<file path="config.mk">
export PLATFORM = sky130hd
export DESIGN_NAME = sat_noise_channel
export DESIGN_NICKNAME = d
export VERILOG_FILES = /design/src/rtl/snc_pkg.sv /design/src/rtl/snc_mapper.sv /design/src/rtl/snc_sat_adder.sv /design/src/rtl/snc_stat_acc.sv /design/src/rtl/sat_noise_channel.sv
export SDC_FILE = /design/constraint.sdc
export NUM_CORES = 1
export LEC_CHECK = 0
export ABC_AREA = 1
export BUFFER_PORTS_ARGS = -buffer_cell sky130_fd_sc_hd__buf_4
export CAP_MARGIN = 20
export CORE_MARGIN = 5
export CORE_UTILIZATION = 50
export CTS_CLUSTER_SIZE = 20
export DETAILED_ROUTE_END_ITERATION = 10
export PLACE_DENSITY = 0.72
export SLEW_MARGIN = 20
export SYNTH_ARGS = -nofsm -noshare
export SYNTH_HDL_FRONTEND = slang
export SYNTH_SLANG_ARGS = --single-unit
</file>
<file path="constraint.sdc">
create_clock -name clk -period 8.7 [get_ports clk]
set_input_delay 1.305 -clock clk [delete_from_list [all_inputs] [get_ports clk]]
set_output_delay 1.305 -clock clk [all_outputs]
set_load 0.1 [all_outputs]
</file>
<file path="src/rtl/snc_pkg.sv">
package snc_pkg;
    typedef enum logic {
        SEL_INJ_EN = 1'b0,
        SEL_CLEAR  = 1'b1
    } cfg_sel_e;
endpackage

</file>
<file path="src/rtl/snc_mapper.sv">
module snc_mapper #(
    parameter int SAMP_W = 8
) (
    input  logic                     bit_in,
    output logic signed [SAMP_W-1:0] level
);
    localparam int AMP = 2 ** (SAMP_W - 2);

    always_comb begin
        level = bit_in ? SAMP_W'(AMP) : SAMP_W'(-AMP);
    end
endmodule

</file>
<file path="src/rtl/snc_sat_adder.sv">
module snc_sat_adder #(
    parameter int SAMP_W  = 8,
    parameter int NOISE_W = 9,
    parameter int SUM_W   = 10
) (
    input  logic signed [SAMP_W-1:0]  base,
    input  logic signed [NOISE_W-1:0] noise,
    input  logic                      noise_on,
    output logic signed [SUM_W-1:0]   raw,
    output logic signed [SAMP_W-1:0]  clipped,
    output logic                      clip
);
    localparam int TOP_W = SUM_W - SAMP_W + 1;

    logic signed [SUM_W-1:0] noise_ext;
    logic        [TOP_W-1:0] top_bits;

    always_comb begin
        noise_ext = noise_on ? SUM_W'(noise) : '0;
        raw       = SUM_W'(base) + noise_ext;
        top_bits  = raw[SUM_W-1:SAMP_W-1];
        clip      = !((&top_bits) || !(|top_bits));
        if (!clip) begin
            clipped = raw[SAMP_W-1:0];
        end else if (raw[SUM_W-1]) begin
            clipped = {1'b1, {(SAMP_W-1){1'b0}}};
        end else begin
            clipped = {1'b0, {(SAMP_W-1){1'b1}}};
        end
    end
endmodule

</file>
<file path="src/rtl/snc_stat_acc.sv">
module snc_stat_acc #(
    parameter int IN_W  = 10,
    parameter int ACC_W = 48
) (
    input  logic                   clk,
    input  logic                   rst_n,
    input  logic                   clr,
    input  logic                   add,
    input  logic signed [IN_W-1:0] x,
    output logic [ACC_W-1:0]       sum,
    output logic [ACC_W-1:0]       sq
);
    localparam int PROD_W = 2 * IN_W;

    typedef struct packed {
        logic [ACC_W-1:0] sum;
        logic [ACC_W-1:0] sq;
    } acc_t;

    acc_t                     st_d, st_q;
    logic signed [PROD_W-1:0] prod;

    always_comb begin
        prod = PROD_W'(x) * PROD_W'(x);
        st_d = st_q;
        if (clr) begin
            st_d = '0;
        end else if (add) begin
            st_d.sum = st_q.sum + ACC_W'(x);
            st_d.sq  = st_q.sq + {{(ACC_W-PROD_W){1'b0}}, prod};
        end
    end

    always_ff @(posedge clk or negedge rst_n) begin
        if (!rst_n) begin
            st_q <= '0;
        end else begin
            st_q <= st_d;
        end
    end

    assign sum = st_q.sum;
    assign sq  = st_q.sq;


    clear_zero_chk: assert property (@(posedge clk) disable iff (!rst_n)
        clr |=> (sum == '0 && sq == '0));


    idle_hold_chk: assert property (@(posedge clk) disable iff (!rst_n)
        (!clr && !add) |=> ($stable(sum) && $stable(sq)));
endmodule

</file>
<file path="src/rtl/sat_noise_channel.sv">
module sat_noise_channel #(
    parameter int SAMP_W  = 8,
    parameter int NOISE_W = 9,
    parameter int ACC_W   = 48
) (
    input  logic               clk,
    input  logic               rst_n,
    input  logic               tx_valid,
    input  logic               tx_bit,
    output logic               noise_req,
    input  logic [NOISE_W-1:0] noise_sample,
    input  logic               cfg_wr,
    input  logic               cfg_sel,
    input  logic               cfg_wdata,
    output logic               rx_valid,
    output logic [SAMP_W-1:0]  rx_sample,
    output logic               rx_clip,
    output logic [ACC_W-1:0]   stat_count,
    output logic [ACC_W-1:0]   pre_sum,
    output logic [ACC_W-1:0]   pre_sq,
    output logic [ACC_W-1:0]   post_sum,
    output logic [ACC_W-1:0]   post_sq
);
    import snc_pkg::*;

    localparam int SUM_W  = ((NOISE_W > SAMP_W) ? NOISE_W : SAMP_W) + 1;
    localparam int N_ACC  = 2;
    localparam int AMP    = 2 ** (SAMP_W - 2);

    typedef struct packed {
        logic              inj_en;
        logic              rx_valid;
        logic [SAMP_W-1:0] rx_sample;
        logic              rx_clip;
        logic [ACC_W-1:0]  count;
    } state_t;

    state_t st_d, st_q;

    logic signed [SAMP_W-1:0] mapped;
    logic signed [SUM_W-1:0]  raw_sum;
    logic signed [SAMP_W-1:0] sat_val;
    logic                     sat_hit;
    logic                     clr_hit;
    logic                     en_wr;
    logic signed [SUM_W-1:0]  acc_in [N_ACC];
    logic [ACC_W-1:0]         acc_sum [N_ACC];
    logic [ACC_W-1:0]         acc_sq  [N_ACC];

    snc_mapper #(.SAMP_W(SAMP_W)) u_map (
        .bit_in (tx_bit),
        .level  (mapped)
    );

    snc_sat_adder #(.SAMP_W(SAMP_W), .NOISE_W(NOISE_W), .SUM_W(SUM_W)) u_add (
        .base     (mapped),
        .noise    (noise_sample),
        .noise_on (st_q.inj_en),
        .raw      (raw_sum),
        .clipped  (sat_val),
        .clip     (sat_hit)
    );

    always_comb begin
        clr_hit   = cfg_wr && (cfg_sel_e'(cfg_sel) == SEL_CLEAR);
        en_wr     = cfg_wr && (cfg_sel_e'(cfg_sel) == SEL_INJ_EN);
        acc_in[0] = raw_sum;
        acc_in[1] = SUM_W'(sat_val);
    end

    for (genvar g = 0; g < N_ACC; g++) begin : g_acc
        snc_stat_acc #(.IN_W(SUM_W), .ACC_W(ACC_W)) u_acc (
            .clk   (clk),
            .rst_n (rst_n),
            .clr   (clr_hit),
            .add   (tx_valid),
            .x     (acc_in[g]),
            .sum   (acc_sum[g]),
            .sq    (acc_sq[g])
        );
    end

    always_comb begin
        st_d          = st_q;
        st_d.rx_valid = tx_valid;
        if (en_wr) begin
            st_d.inj_en = cfg_wdata;
        end
        if (tx_valid) begin
            st_d.rx_sample = sat_val;
            st_d.rx_clip   = sat_hit;
        end else begin
            st_d.rx_clip   = 1'b0;
        end
        if (clr_hit) begin
            st_d.count = '0;
        end else if (tx_valid) begin
            st_d.count = st_q.count + ACC_W'(1);
        end
    end

    always_ff @(posedge clk or negedge rst_n) begin
        if (!rst_n) begin
            st_q <= '0;
        end else begin
            st_q <= st_d;
        end
    end

    assign noise_req  = tx_valid && st_q.inj_en;
    assign rx_valid   = st_q.rx_valid;
    assign rx_sample  = st_q.rx_sample;
    assign rx_clip    = st_q.rx_clip;
    assign stat_count = st_q.count;
    assign pre_sum    = acc_sum[0];
    assign pre_sq     = acc_sq[0];
    assign post_sum   = acc_sum[1];
    assign post_sq    = acc_sq[1];


    latency_chk: assert property (@(posedge clk) disable iff (!rst_n)
        rx_valid == $past(tx_valid));


    clip_rail_chk: assert property (@(posedge clk) disable iff (!rst_n)
        rx_clip |-> (rx_sample == {1'b0, {(SAMP_W-1){1'b1}}} ||
                     rx_sample == {1'b1, {(SAMP_W-1){1'b0}}}));


    quiet_level_chk: assert property (@(posedge clk) disable iff (!rst_n)
        (rx_valid && !$past(st_q.inj_en)) |->
        (rx_sample == SAMP_W'(AMP) || rx_sample == SAMP_W'(-AMP)));


    count_step_chk: assert property (@(posedge clk) disable iff (!rst_n)
        (rx_valid && !$past(clr_hit)) |-> stat_count == $past(stat_count) + ACC_W'(1));


    count_clear_chk: assert property (@(posedge clk) disable iff (!rst_n)
        clr_hit |=> stat_count == '0);
endmodule

</file>
* After elaboration in Yosys (flattened, before gate mapping)
Cells that the tools add are included.
Word-level totals: bits in registers 251, bits of input ports 16, word-level logic and storage cells 38
Operators by class: add/sub/neg operators 6, $mul 2, muxes and demuxes 11, bitwise operators 1, reduce and logical (&&, ||, !) cells 9
Operators by type and width (number):
- $mux W96 | 4
- $add A48 B20 Y48 | 2
- $add A48 B48 Y48 | 2
- $mux W48 | 2
- $add A48 B1 Y48 const B | 1
- $mux W8 | 3
- $mul A10 B10 Y20 | 1
- $mul A8 B8 Y16 | 1
- $add A8 B10 Y10 | 1
- $mux W10 | 1
- $logic_and A1 B1 Y1 | 3
- $reduce_and A3 Y1 | 1
- $reduce_or A3 Y1 | 1
- $logic_not A1 Y1 | 2
- $reduce_bool A2 Y1 | 1
- $logic_or A1 B1 Y1 | 1
- $mux W1 | 1
- $not A1 Y1 | 1

* Depth between registers and ports, before layout
Gate-level depths: netlist of run 1.
depth in word-level cells 10, mapped depth 51, gate-level depth less buffers 49

* Modules after synthesis
From an unflattened synthesis of run 1, not the netlist that was laid out.
Second synthesis, totals: cell total of the unflattened synthesis 5129, area, all modules 31818.0 µm²
Modules (own cells, without submodules):
- snc_stat_acc (g_acc[0].u_acc) | instances 1, cells an instance 2226, area each 13646.8 µm², seq. area each 2402.3 µm²
- snc_stat_acc (g_acc[1].u_acc) | instances 1, cells an instance 2224, area each 13608.1 µm², seq. area each 2402.3 µm²
- sat_noise_channel | instances 1, cells an instance 543, area each 3848.7 µm², seq. area each 1476.4 µm²
- snc_sat_adder | instances 1, cells an instance 126, area each 650.6 µm², seq. area each 0.0 µm²
- snc_mapper | instances 1, cells an instance 10, area each 63.8 µm², seq. area each 0.0 µm²

* Least setup slack after synthesis of run 1
OpenSTA, ideal clock, no wires.
path type input-to-reg, start point in noise_sample[8], end point reg g_acc[0].u_acc.st_q, in the netlist g_acc[0].u_acc.sq[33], setup time 0.129 ns, arrival 8.917 ns, required time 8.571 ns, slack -0.345 ns, stages 43, path buffers 5, cell sequence nand2_1 > inv_1 > ha_1 > inv_1 > nor2_1 > nand3_2 > nand2_2 > buf_2 > buf_2 > buf_2 > buf_2 > buf_1 > nand2_1 > fa_1 > fa_1 > inv_1 > fa_1 > inv_1 > [... 7 more ...] > nand2_1 > a21boi_0 > o21ai_0 > a21boi_0 > o21ai_0 > xor2_1 > ha_1 > nand2_1 > inv_1 > nand2_1 > nor2_1 > nand3_1 > nand2_1 > nand2_1 > nor2_1 > nand3_1 > o21ai_0 > a21oi_1
Between the ends: longest elaborated chain between the ends 6
Ends and longest elaborated chain:
- from (decl) | line sat_noise_channel.sv:11 | input logic [NOISE_W-1:0] noise_sample,
- $mux W10 | line snc_sat_adder.sv:19 | noise_ext = noise_on ? SUM_W'(noise) : '0;
- $add A8 B10 Y10 | line snc_sat_adder.sv:20 | raw = SUM_W'(base) + noise_ext;
- $mul A10 B10 Y20 | line snc_stat_acc.sv:24 | prod = PROD_W'(x) * PROD_W'(x);
- $add A48 B20 Y48 | line snc_stat_acc.sv:30 | st_d.sq = st_q.sq + {{(ACC_W-PROD_W){1'b0}}, prod};
- $mux W96 | line snc_stat_acc.sv:28 | end else if (add) begin
- $mux W96 | line snc_stat_acc.sv:26 | if (clr) begin
- to (signal assigned) | line snc_stat_acc.sv:38 | st_q <= st_d;
- to (decl) | line snc_stat_acc.sv:20 | acc_t st_d, st_q;
Every way passes these cells. The select of a mux whose other input is x is not followed. A chain may end at the register's enable or synchronous reset.

* Worst setup path after layout of run 1
start point in noise_sample[6], end point reg g_acc[0].u_acc.st_q, in the netlist g_acc[0].u_acc.sq[38]
The elaborated chain is that of the path after synthesis.

==> results of run 1 <==
## cells by family after synthesis
kind of cell,synth area share
buffers and inverters,0.113
and+or+nand+nor,0.300
DFF,0.241
xor gates and xnor gates,0.0289
AOI/OAI and AO/OA,0.154
adders and majority gates,0.162
## worst paths after layout
check,startpoint,end,cells after the start
min in group asynchronous,rst_n,g_acc[0].u_acc.sum[35],1
min,rx_sample[2],rx_sample[2],2
max,noise_sample[6],g_acc[0].u_acc.sq[38],38
max reg2reg,st_q[58],g_acc[0].u_acc.sq[38],37
min reg2reg,rx_sample[2],rx_sample[2],2
max in group asynchronous,rst_n,g_acc[1].u_acc.sq[26],2
## cells in the final DEF (no fill, tap or decap), types with 32 or more instances in the layout
master,count
a21oi_1,201
buf_4,404
clkbuf_16,35
dfrtp_1,251
fa_1,123
ha_1,136
inv_1,654
nand2_1,989
nand3_1,245
nand4_1,58
nor2_1,393
nor3_1,62
o21ai_0,212
o21ai_1,32
o41ai_1,69
xor2_1,61
## flip-flops by register name, indices dropped and copies added, names as in the netlist
name / count
g_acc.u_acc.sq: 96
g_acc.u_acc.sum: 96
stat_count: 48
rx_sample: 8
rx_clip: 1
rx_valid: 1
st_q: 1
## timing repair
action                                  4_1_cts  5_1_grt
setup buffers                                 0        3
resized for setup                             0       25
endpoints found under the setup margin        0       27
## critical path, delay by kind of cell
| family | cells | cell delay, ps |
|---|---|---|
| adder cells (fa/ha/maj) | 8 | 3780 |
| AND/OR/NAND/NOR | 14 | 1750 |
| buffers and inverters | 7 | 520 |
| XOR/XNOR | 1 | 150 |
| AO/OA/AOI/OAI | 8 | 1080 |
## per-layer routing
metal / vias up / wire length, um / GRT usage
met5: - / 0 / 0
met4: 0 / 3350 / 0.110
met3: 179 / 7040 / 0.0587
met2: 949 / 40700 / 0.492
met1: 12799 / 37900 / 0.415
li1: 13376 / - / -
## area by class of cell
type,instances,area [sq um],share of cell area
clock buffers,45,973,0.0316
clock inverters,16,166,0.00540
inverters,675,2540,0.0824
multi-input cells,2881,16900,0.549
flip-flops and latches,251,6280,0.204
well taps,680,851,0.0276
repair buffers,407,3090,0.100
## stage by stage
| step | instance area (sq um) | hold WS [ps] | util | setup slack, ps |
|---|---|---|---|---|
| after global placement | 29500 | 475 | 0.574 | 72.7 |
| after floorplan | 26000 | 781 | - | 22.5 |
| final | 30800 | 495 | 0.600 | 563 |
| after CTS | 30700 | 495 | 0.596 | 478 |
| after global routing | 30800 | 518 | 0.600 | 13.8 |
| after detailed placement | 29500 | 479 | 0.574 | -67.8 |
==> summary.txt, run 1 <==
Worst setup path
  – Crit-path slowest cell: fa_1
  – Most frequent CP cell: nand2_1
  – Crit Path Max Fanout: 4
  – Max stage delay on crit path: 570 ps
  – Type of origin of the critical path: input pin
  – Req. time, crit path: 9150 ps
  – CP arrival: 8590 ps
  – Worst reg2reg setup slack: 670 ps
  – Crit. End Element: register
  – CP Class: in -> reg

Synth
  – Cell Area, Synth: 26000 sq um
  – Cells after Synth: 3895
  – Synth warn: 0
  – Commonest cells post-synth: nand2_1, inv_1, nor2_1, dfrtp_1, nand3_1
  – Most frequent cell after synthesis: nand2_1
  – Seq/Total Area, Yosys: 0.241
  – Yosys reg bits: 251
  – Syn Area/Cell: 6.68 sq um
  – FFs w/ async S/R, synth: 1.00
  – Synth area leader: dfrtp_1
  – Syn nets: 4175
  – Synth top area share: 0.241
  – Main synth FF type: dfrtp_1
  – Post-synth EDFFs: 0
  – Yosys cell types: 52
  – Synth top area cells: dfrtp_1, nand2_1, inv_1, fa_1, ha_1

Timing
  – Fin crit share: 0.935
  – Max_slew headroom: 0.313
  – # setup viols final: 0
  – RSZ-0062 raised after global routing: false
  – Worst slew pin tran: 1020 ps
  – Final min period: 8140 ps
  – TNS Setup: 0 ps
  – Clk_skew: 33.0 ps
  – Hold Fails Final Rpt: 0
  – Fin. max-slew vios: 0
  – Max Clk Rate: 123 MHz

Outcome
  – Status: complete, no violations

Placement
  – Dpl cells: 4890
  – DPL Wire Length: 69700 um
  – Port Buf Inserts: 266
  – Gpl congestion: 0.981

Routing
  – TritonRoute pass-1 iters: 8
  – Vias per cell: 5.51
  – DR DRC count: 0
  – First DRT Iteration DRCs: 2479
  – Vias post-DR: 27303
  – Post-DRT Antenna Nets: 0
  – Post-Route WL: 89000 um
  – WL/cell: 18.0 um

Clock network
  – CTS tree: yes
  – Clk slew on worst S/H paths: 60 ps
  – CTS max path bufs: 3
  – Clk_lat worst skew: 590 ps
  – Sink Count: 251
  – Root buf cell: clkbuf_16
  – H-Tree Level Count: 2
  – Post-CTS Hold Fix Bufs: 0
  – Total CTS buffers: 35

Global routing
  – GRT Total Usage: 0.306
  – Vias in the first global route: 26110
  – Largest net degree at the start of global routing: 93
  – First-pass GRT wire length: 141000 um
  – Gr ovfl total: 0
  – Initial antenna violation count: 0

Floorplan
  – Row count: 83
  – Core Footprint: 51400 sq um
  – I/O pin count: 267
  – Chip Width: 238 um
  – Die area: 56700 sq um
  – DIE HEIGHT: 238 um
  – Initial Util: 0.506

Final layout
  – Final nets: 4531
  – Ratio of cells with drive above 1 in the final layout: 0.130
  – Inserted Diodes: 0
  – Fin cells: 4955
  – Filler Cell Count: 5025
  – Synthesis-to-layout area growth: 18.5%

Run
  – MaxCap Viol Count: 0

Hold path
  – Hold/Removal Path Class: reg -> reg
Power of run 1 is not shown: default switching activity piles up to over one toggle a cycle in this logic, so the estimate is an artifact.
==> inputs of run 2 (changes only) <==
--- a/config.mk
+++ b/config.mk
@@ -10,6 +10,7 @@
 export CAP_MARGIN = 20
 export CORE_MARGIN = 5
 export CORE_UTILIZATION = 50
+export CTS_BUF_LIST = sky130_fd_sc_hd__clkbuf_2
 export CTS_CLUSTER_SIZE = 20
 export DETAILED_ROUTE_END_ITERATION = 10
 export PLACE_DENSITY = 0.72
==> summary.txt, run 2 (synthesis gave the netlist of run 1 again) <==
Outcome
  – Status: complete, no violations (unchanged)

Final layout
  – Filler Cell Count: 5170 (was 5025)
  – Most frequent cells in the layout: nand2_1, inv_1, buf_4 (unchanged)
  – Final nets: 4566 (was 4531)
  – Synthesis-to-layout area growth: 16.0% (was 18.5%)
  – Ratio of cells with drive above 1 in the final layout: 0.137 (was 0.130)
  – Post-layout util: 0.587 (was 0.600)
  – Commonest non-fill, non-tap cell in the layout: nand2_1 (unchanged)

Floorplan
  – Initial Util: 0.506 (unchanged)
  – DIE HEIGHT: 238 um (unchanged)
  – Chip Width: 238 um (unchanged)
  – Row count: 83 (unchanged)
  – Die area: 56700 sq um (unchanged)
  – I/O pin count: 267 (unchanged)
  – Core Footprint: 51400 sq um (unchanged)

Global routing
  – Largest net degree at the start of global routing: 93 (unchanged)
  – Gr ovfl total: 0 (unchanged)
  – Vias in the first global route: 26454 (was 26110)
  – Initial antenna violation count: 1 (was 0)
  – GRT Total Usage: 0.308 (was 0.306)
  – First-pass GRT wire length: 142000 um (was 141000 um)

Hold path
  – Hold/Removal Path Class: in -> async (was reg -> reg)

Clock network
  – Number of setup buffers added after CTS: 0 (unchanged)
  – Sink Count: 251 (unchanged)
  – Post-CTS Hold Fix Bufs: 0 (unchanged)
  – H-Tree Level Count: 3 (was 2)
  – CTS tree: yes (unchanged)
  – CTS max path bufs: 3 (unchanged)
  – Post-CTS sizing: 0 (unchanged)
  – Clk_lat worst skew: 1100 ps (was 590 ps)
  – Root buf cell: clkbuf_2 (was clkbuf_16)
  – Total CTS buffers: 74 (was 35)
  – Clk slew on worst S/H paths: 110 ps (was 60 ps)

Worst setup path
  – Type of origin of the critical path: register (was input pin)
  – Crit-path slowest cell: fa_1 (unchanged)
  – Worst path top cell family by delay: adder cells (unchanged)
  – R2r startpoint: st_q[58] (unchanged)
  – CP arrival: 8940 ps (was 8590 ps)
  – Crit. End Element: register (unchanged)
  – Max stage delay on crit path: 540 ps (was 570 ps)
  – Worst reg2reg setup slack: 680 ps (was 670 ps)
  – Most frequent CP cell: nand2_1 (unchanged)
  – Req. time, crit path: 9620 ps (was 9150 ps)
  – Reg2reg end: g_acc[1].u_acc.sq[26] (was g_acc[0].u_acc.sq[38])
  – Crit Path Max Fanout: 7 (was 4)
  – CP Class: reg -> reg (was in -> reg)
  – Worst path bufs/invs: 10 (was 7)
  – Worst reg-to-reg path cell count: 42 (was 37)

Timing
  – Final min period: 8020 ps (was 8140 ps)
  – Fin crit share: 0.921 (was 0.935)
  – # setup viols final: 0 (unchanged)
  – Clk_skew: 137 ps (was 33.0 ps)
  – Max Clk Rate: 125 MHz (was 123 MHz)
  – Hold Fails Final Rpt: 0 (unchanged)
  – RSZ-0062 raised after global routing: false (unchanged)
  – Max_slew headroom: 0.297 (was 0.313)
  – Worst slew pin tran: 1050 ps (was 1020 ps)
  – Fin. max-slew vios: 0 (unchanged)

Placement
  – Gpl congestion: 0.981 (unchanged)
  – DPL Wire Length: 69700 um (unchanged)
  – Port Buf Inserts: 266 (unchanged)

Routing
  – First DRT Iteration DRCs: 2405 (was 2479)
  – Post-DRT Antenna Nets: 0 (unchanged)
  – Post-Route WL: 89100 um (was 89000 um)
  – Vias post-DR: 27514 (was 27303)
  – Vias per cell: 5.48 (was 5.51)
  – WL/cell: 17.8 um (was 18.0 um)
  – DR DRC count: 0 (unchanged)
  – TritonRoute pass-1 iters: 5 (was 8)

Run
  – MaxCap Viol Count: 0 (unchanged)
[run 2: worst register-to-register path, delay by kind of cell, from the launching register on]
family          cells  cell delay (ps)
xor+xnor            1              120
buf+inv            10             1010
compound gates     12             1910
simple gates       12             1430
fa+ha+maj           7             2890
flops               1              500
[run 2: worst max-delay path by stage]
stage,end,cells past startpoint,slack [ps],startpoint
floorplan,g_acc[0].u_acc.sq[33],43,20,noise_sample[8]
global placement,g_acc[0].u_acc.sq[43],38,70,noise_sample[6]
detailed placement,g_acc[0].u_acc.sq[43],42,-70,noise_sample[8]
CTS,g_acc[0].u_acc.sq[43],37,590,st_q[58]
global route,g_acc[1].u_acc.sq[44],45,40,st_q[58]
finish,g_acc[1].u_acc.sq[26],42,680,st_q[58]
[run 2: area by class of cell]
| class | count | area [sq um] | area share |
|---|---|---|---|
| inverters | 675 | 2530 | 0.0840 |
| clock buffers | 104 | 520 | 0.0172 |
| clock inverters | 22 | 133 | 0.00439 |
| flip-flops and latches | 251 | 6280 | 0.208 |
| multi-input cells | 2881 | 16800 | 0.558 |
| repair buffers | 403 | 3030 | 0.100 |
| well taps | 680 | 851 | 0.0282 |
| diodes | 1 | 2.50 | 0.0000829 |
[run 2: routing by layer]
layer  vias up  GRT usage  share of wire
li1      13462          -              -
met1     12798      0.411           0.43
met2      1058      0.492           0.45
met3       194     0.0639          0.077
met4         2      0.119          0.039
met5         -     0.0118         0.0011
[run 2: through the flow]
stage	instances	hold WS (ps)	setup TNS, ps	cell area (sq um)	setup slack, ps
after global routing	5017	247	0	30200	38.6
after CTS	5016	176	0	30200	590
after global placement	4890	475	0	29500	72.7
after detailed placement	4890	479	-67.8	29500	-67.8
final	5017	236	0	30200	684
after floorplan	3895	781	0	26000	22.5
Power of run 2 is left out for the same reason.
